`config.mk`:
```
export PLATFORM = sky130hd
export DESIGN_NAME = usb_clk_seq
export DESIGN_NICKNAME = d
export VERILOG_FILES = /design/src/rtl/usbclk_pkg.sv /design/src/rtl/usbclk_sync.sv /design/src/rtl/usbclk_lock_timer.sv /design/src/rtl/usbclk_fsm.sv /design/src/rtl/usb_clk_seq.sv
export SDC_FILE = /design/constraint.sdc
export NUM_CORES = 1
export LEC_CHECK = 0
export BUFFER_PORTS_ARGS = -buffer_cell sky130_fd_sc_hd__buf_2
export CAP_MARGIN = 20
export CORE_ASPECT_RATIO = 0.5
export CORE_MARGIN = 2
export CORE_UTILIZATION = 48
export CTS_CLUSTER_DIAMETER = 30
export CTS_CLUSTER_SIZE = 20
export DETAILED_ROUTE_END_ITERATION = 8
export GPL_ROUTABILITY_DRIVEN = 0
export GPL_TIMING_DRIVEN = 0
export PLACE_DENSITY = 0.72
export SYNTH_ARGS = -nofsm -noshare
export SYNTH_HDL_FRONTEND = slang
export SYNTH_SLANG_ARGS = --single-unit
```
`constraint.sdc`:
```
create_clock -name clk -period 1.5 [get_ports clk]
set_input_delay 0.075 -clock clk [delete_from_list [all_inputs] [get_ports clk]]
set_output_delay 0.075 -clock clk [all_outputs]
set_load 0.01 [all_outputs]
```
`src/rtl/usbclk_pkg.sv`:
```
package usbclk_pkg;

    typedef enum logic [2:0] {
        ST_OFF       = 3'd0,
        ST_WAIT_XOSC = 3'd1,
        ST_WAIT_LOCK = 3'd2,
        ST_READY     = 3'd3,
        ST_SUSP      = 3'd4
    } seq_state_e;

    typedef struct packed {
        logic xosc_sel;
        logic xosc_stable;
        logic pll_locked;
    } clk_status_t;

    localparam int STATUS_W    = $bits(clk_status_t);
    localparam int SYNC_STAGES = 2;

    function automatic logic xosc_ok(clk_status_t s);
        return s.xosc_sel & s.xosc_stable;
    endfunction

    function automatic logic pll_powered(seq_state_e s);
        return (s == ST_WAIT_LOCK) || (s == ST_READY);
    endfunction

endpackage

```
`src/rtl/usbclk_sync.sv`:
```
module usbclk_sync #(
    parameter int W      = 3,
    parameter int STAGES = 2
) (
    input  logic         clk,
    input  logic         rst,
    input  logic [W-1:0] d,
    output logic [W-1:0] q
);
    logic [W-1:0] stg [STAGES];

    always_ff @(posedge clk) begin
        if (rst) begin
            for (int i = 0; i < STAGES; i++) stg[i] <= '0;
        end else begin
            stg[0] <= d;
            for (int i = 1; i < STAGES; i++) stg[i] <= stg[i-1];
        end
    end

    assign q = stg[STAGES-1];

    // a rising synchronized bit was high at the input two edges before
    generate
        if (STAGES == 2) begin : g_chk
            for (genvar b = 0; b < W; b++) begin : g_bit
                p_sync_delay_r10: assert property (@(posedge clk) disable iff (rst)
                    $rose(q[b]) |-> $past(d[b], 2));
            end
        end
    endgenerate
endmodule

```
`src/rtl/usbclk_lock_timer.sv`:
```
module usbclk_lock_timer #(
    parameter int CNT_W = 16
) (
    input  logic             clk,
    input  logic             rst,
    input  logic             armed,
    input  logic [CNT_W-1:0] limit,
    input  logic             clr,
    output logic             err_o
);
    logic [CNT_W-1:0] cnt;
    logic             fired;
    logic             err_q;
    logic             hit;

    assign hit = armed && (cnt == limit) && !fired;

    always_ff @(posedge clk) begin
        if (rst) begin
            cnt   <= '0;
            fired <= 1'b0;
            err_q <= 1'b0;
        end else begin
            err_q <= hit | (err_q & ~clr);
            if (!armed) begin
                cnt   <= '0;
                fired <= 1'b0;
            end else begin
                if (cnt != limit) cnt <= cnt + 1'b1;
                if (hit) fired <= 1'b1;
            end
        end
    end

    assign err_o = err_q;

    // flag is sticky until cleared
    p_err_sticky_r8: assert property (@(posedge clk) disable iff (rst)
        (err_q && !clr) |=> err_q);
    // flag only rises out of a lock wait
    p_err_from_wait_r8: assert property (@(posedge clk) disable iff (rst)
        $rose(err_q) |-> $past(armed));
endmodule

```
`src/rtl/usbclk_fsm.sv`:
```
module usbclk_fsm
    import usbclk_pkg::*;
(
    input  logic        clk,
    input  logic        rst,
    input  clk_status_t status,
    input  logic        pll_req_i,
    input  logic        sleep_req_i,
    output seq_state_e  state_o,
    output logic        pll_en_o,
    output logic        ready_o,
    output logic        ack_o
);
    seq_state_e st, nxt;
    logic       ack_q;
    logic       xok;
    logic       lk;

    assign xok = xosc_ok(status);
    assign lk  = status.pll_locked;

    always_comb begin
        nxt = st;
        unique case (st)
            ST_OFF: begin
                if (sleep_req_i)    nxt = ST_SUSP;
                else if (pll_req_i) nxt = ST_WAIT_XOSC;
            end
            ST_WAIT_XOSC: begin
                if (sleep_req_i)     nxt = ST_SUSP;
                else if (!pll_req_i) nxt = ST_OFF;
                else if (xok)        nxt = ST_WAIT_LOCK;
            end
            ST_WAIT_LOCK: begin
                if (sleep_req_i)     nxt = ST_SUSP;
                else if (!pll_req_i) nxt = ST_OFF;
                else if (!xok)       nxt = ST_WAIT_XOSC;
                else if (lk)         nxt = ST_READY;
            end
            ST_READY: begin
                if (sleep_req_i)     nxt = ST_SUSP;
                else if (!pll_req_i) nxt = ST_OFF;
                else if (!xok)       nxt = ST_WAIT_XOSC;
                else if (!lk)        nxt = ST_WAIT_LOCK;
            end
            ST_SUSP: begin
                if (!sleep_req_i) nxt = pll_req_i ? ST_WAIT_XOSC : ST_OFF;
            end
            default: nxt = ST_OFF;
        endcase
    end

    always_ff @(posedge clk) begin
        if (rst) begin
            st    <= ST_OFF;
            ack_q <= 1'b0;
        end else begin
            st    <= nxt;
            ack_q <= (st == ST_SUSP) && sleep_req_i;
        end
    end

    assign state_o  = st;
    assign pll_en_o = pll_powered(st);
    assign ready_o  = (st == ST_READY);
    assign ack_o    = ack_q;

    // PLL only powers up after crystal qualification
    p_pll_after_xosc_r2: assert property (@(posedge clk) disable iff (rst)
        $rose(pll_en_o) |-> $past(xok));
    // ready only follows a seen lock with PLL on
    p_ready_after_lock_r3: assert property (@(posedge clk) disable iff (rst)
        $rose(ready_o) |-> ($past(lk) && pll_en_o));
    // leave-active request forces the PLL off
    p_sleep_pll_off_r6: assert property (@(posedge clk) disable iff (rst)
        $past(sleep_req_i) |-> !pll_en_o);
    // acknowledge only after a full clock with PLL off
    p_ack_gap_r6: assert property (@(posedge clk) disable iff (rst)
        ack_o |-> (!pll_en_o && $past(!pll_en_o)));
    // wake with request set re-enters crystal qualification
    p_wake_rearm_r7: assert property (@(posedge clk) disable iff (rst)
        (st == ST_SUSP && !sleep_req_i && pll_req_i) |=> (st == ST_WAIT_XOSC));
endmodule

```
`src/rtl/usb_clk_seq.sv`:
```
module usb_clk_seq
    import usbclk_pkg::*;
#(
    parameter int CNT_W = 16
) (
    input  logic             clk,
    input  logic             rst,
    input  logic             usb_en_i,
    input  logic             pll_req_i,
    input  logic             xosc_sel_i,
    input  logic             xosc_stable_i,
    input  logic             pll_locked_i,
    input  logic             sleep_req_i,
    input  logic [CNT_W-1:0] lock_limit_i,
    input  logic             err_clr_i,
    output logic             pll_en_o,
    output logic             usb_rst_o,
    output logic             clk_ready_o,
    output logic             sleep_ack_o,
    output logic             lock_err_o
);
    clk_status_t raw_status;
    clk_status_t sync_status;
    seq_state_e  state;
    logic        pll_on;
    logic        ready;

    always_comb begin
        raw_status.xosc_sel    = xosc_sel_i;
        raw_status.xosc_stable = xosc_stable_i;
        raw_status.pll_locked  = pll_locked_i;
    end

    usbclk_sync #(.W(STATUS_W), .STAGES(SYNC_STAGES)) u_sync (
        .clk (clk),
        .rst (rst),
        .d   (raw_status),
        .q   (sync_status)
    );

    usbclk_fsm u_fsm (
        .clk         (clk),
        .rst         (rst),
        .status      (sync_status),
        .pll_req_i   (pll_req_i),
        .sleep_req_i (sleep_req_i),
        .state_o     (state),
        .pll_en_o    (pll_on),
        .ready_o     (ready),
        .ack_o       (sleep_ack_o)
    );

    usbclk_lock_timer #(.CNT_W(CNT_W)) u_timer (
        .clk   (clk),
        .rst   (rst),
        .armed (state == ST_WAIT_LOCK),
        .limit (lock_limit_i),
        .clr   (err_clr_i),
        .err_o (lock_err_o)
    );

    assign pll_en_o    = pll_on;
    assign clk_ready_o = ready;
    assign usb_rst_o   = !(usb_en_i && ready);

    // controller leaves reset only with the PLL running and enable set
    p_rst_release_r4: assert property (@(posedge clk) disable iff (rst)
        !usb_rst_o |-> (pll_en_o && usb_en_i));
    // reset values seen on the first clock after reset
    p_reset_quiet_r1: assert property (@(posedge clk)
        $past(rst) |-> (!pll_en_o && !clk_ready_o && usb_rst_o && !sleep_ack_o));
endmodule

```
==> results.cfg <==
[status]
status = finished, violations left
violations = setup timing

[pwr]
switching_share_pct = 23.1
leakagePower_nw = 0.767
p_switching_uw = 299
pwr-share-comb_pct = 10.2
p_int_uw = 994
seq_power_share_pct = 57.8
power_frac_clock_pct = 32.0
power_density_nw_per_um2 = 635
vdd_drop_max_mv = 0.436

[worst_setup_path]
worst-path-buf-inv = 2
path_max_fanout = 7
worst_ep_arrival_time_ns = 1.85
start_kind = flip-flop
r2r_cells = 7
required_ns = 1.64
endpoint_kind = flip-flop
crit_chain = xnor2_2 -> nand4_2 -> nor4_4 -> buf_6 -> buf_8 -> mux2i_1 -> nor2_1
slowest_stage = dfxtp_4
path_depth = 7
worst_path_largest_cell_delay_ns = 0.42
cp_top_family = simple AND/OR/NAND/NOR gates
setup.worst_path.class = flip-flop to flip-flop

[sta]
timing.fmax_ghz = 0.584
fin_tns_setup_ns = -2.63
clock_skew_ns = 0.0154
fin_ws_ns = -0.213
final.hold.worst_slack_ns = 0.0111
slew_viol_final = 0
timing.slew.headroom_pct = 66.1
finalCritPeriodShare_pct = 114
rsz0062_at_grt = yes
finalSetupViolCount = 18
finalHoldViolations = 0
finalCriticalPeriod_ns = 1.71
tightest_slew_ns = 0.508

[global_route]
antenna_found_initial = 0
grt_pass1_vias = 1344
overflow = 0
grt_start_max_net_pins = 15
grt_pass1_wl_um = 5800
track_usage_pct = 21.6

[route]
postRouteAntennaNets = 0
wl_per_cell_um = 14.7
via_per_inst = 5.63
detail_route.iter0.violations = 79
drc = 0
routed-via-count = 1448
firstDrtPassIters = 4
drt-total-wl_um = 3780

[floorplanning]
fp.coreArea_um2 = 2960
fp.dieW_um = 82.3
start_util_pct = 49.7
rows = 14
die_h_um = 43.2
die-area_um2 = 3550
io_pins = 30

[logic_synthesis]
yosys-top-cells-area = dfxtp_1, xnor2_1, a21oi_1
syn_area_um2 = 1470
synth-async-reset-ratio_pct = 0
synth_cell_types = 40
synth-seq-cells = 28
ys_seq_area_share_pct = 38.1
ys.flop_type = dfxtp_1
yosys_warnings = 0
synth_edf_count = 0
yosysTopAreaCell = dfxtp_1
synth_nets = 194
syn-mean-instance-area_um2 = 8.76
synthCells = 168
yosysTopAreaCellShare_pct = 38.1

[cells_and_area]
multiInputGateArea_um2 = 953
syn2layout_area_growth_pct = 38.4
fin_nets = 245
utilization_pct = 68.8
diodes = 0
fin_cells = 257
n_fill_cell = 238
final_cell_mix = buf_2, buf_4, a21oi_1, dfxtp_1
regArea_um2 = 606
drive_gt1_share_pct = 47.0
final_common_cell = buf_2
stdcell_area_um2 = 2040

[place]
place_area_um2 = 1690
port_buffers = 29
dp.cells = 237
hpwl_um = 2290

[clock_tree]
hold_buffers = 0
clockBufferDepth = 2
cts_made_buffers = 3
cts.htree.levels = 1
path_clk_slew_ns = 0.10
cts-root-buf = clkbuf_8
insertion_delay_ns = 0.28
cts_tree = done
cts_sinks = 28

[hold_path]
whs_path_depth = 2
min-delay-path-class = input pin to flip-flop

[flow_run]
drv_cap = 0
[repair_timing]
item / 4_1_cts / 5_1_grt
endpoints found under the setup margin: 18 / 18
resized for setup: 31 / 14
pin swaps: 19 / 9
buffers inserted: 10 / 7
gates cloned: 2 / 0
[per-layer routing]
| metal | part of all wire (%) | vias to the layer above | global-route usage [%] |
|---|---|---|---|
| met5 | 0 | - | 0 |
| met4 | 2.4 | 0 | 5.67 |
| met3 | 5.5 | 12 | 5.53 |
| met2 | 50 | 52 | 38.4 |
| met1 | 42 | 673 | 25.8 |
| li1 | - | 711 | - |
[synthesized netlist by cell type (3+ instances only)]
master / n
dfxtp_1: 28
xnor2_1: 16
a21oi_1: 15
nor2_1: 10
nand4_1: 9
o21ai_0: 9
nand2_1: 8
nand3_1: 8
nor2b_1: 8
or3_2: 5
or4_1: 5
inv_1: 4
o31ai_1: 4
buf_6: 3
nor3_1: 3
[kinds of logic (layout without fill, tap and decap cells)]
family                   Yosys count  in the layout  share of synthesized area, %
flip-flops                        28             28                          38.1
multiplexers                       2              2                          1.36
AND/OR/NAND/NOR                   74             74                          31.5
buffers and inverters             12             61                          4.85
adder cells (fa/ha/maj)            1              1                         0.850
AO/OA/AOI/OAI                     33             33                          12.7
XOR/XNOR                          18             18                          10.7
[worst paths after layout]
path / to / start / slack [ns]
worst max-delay path: u_timer.cnt[1] / u_timer.cnt[5] / -0.21
worst min-delay path: u_sync.stg[0][2] / xosc_sel_i / 0.01
worst max register to register: u_timer.cnt[1] / u_timer.cnt[5] / -0.21
worst min register to register: u_sync.stg[0][5] / u_sync.stg[0][2] / 0.44
[metrics by stage]
step / total power [mW] / worst slack [ns]
6_report: 1.29 / -0.213
5_1_grt: 1.35 / -0.276
4_1_cts: 1.30 / -0.157
3_5_place_dp: 0.902 / -0.301
3_3_place_gp: 0.899 / -0.295
2_1_floorplan: 0.852 / -0.0867
[registers in the layout (all words and copies together) (netlist names)]
signal         count
u_timer.fired      1
u_timer.cnt       16
u_sync.stg         6
u_fsm.state_o      3
u_fsm.ack_o        1
u_timer.err_o      1
[power groups by stage]
stage	logic (mW)	clock network [mW]	registers, mW
finish	0.132	0.414	0.747
global route	0.147	0.449	0.749
CTS	0.127	0.416	0.756
detailed placement	0.121	0	0.781
global placement	0.118	0	0.780
floorplan	0.0725	0	0.780
[worst reg2reg max path: stages, from the launching register on]
cell,delay (ns)
dfxtp_4,0.42
xnor2_2,0.12
nand4_2,0.15
nor4_4,0.35
buf_6,0.18
buf_8,0.12
mux2i_1,0.17
nor2_1,0.05
[area by class of cell]
| type | instances | share of cell area [%] |
|---|---|---|
| plain buffers | 6 | 2.76 |
| clock buffers | 3 | 2.03 |
| inverters | 4 | 0.737 |
| multi-input cells | 128 | 46.8 |
| flip-flops and latches | 28 | 29.7 |
| well taps | 40 | 2.46 |
| repair buffers | 48 | 15.5 |
Power figures use the tool's default switching activity.
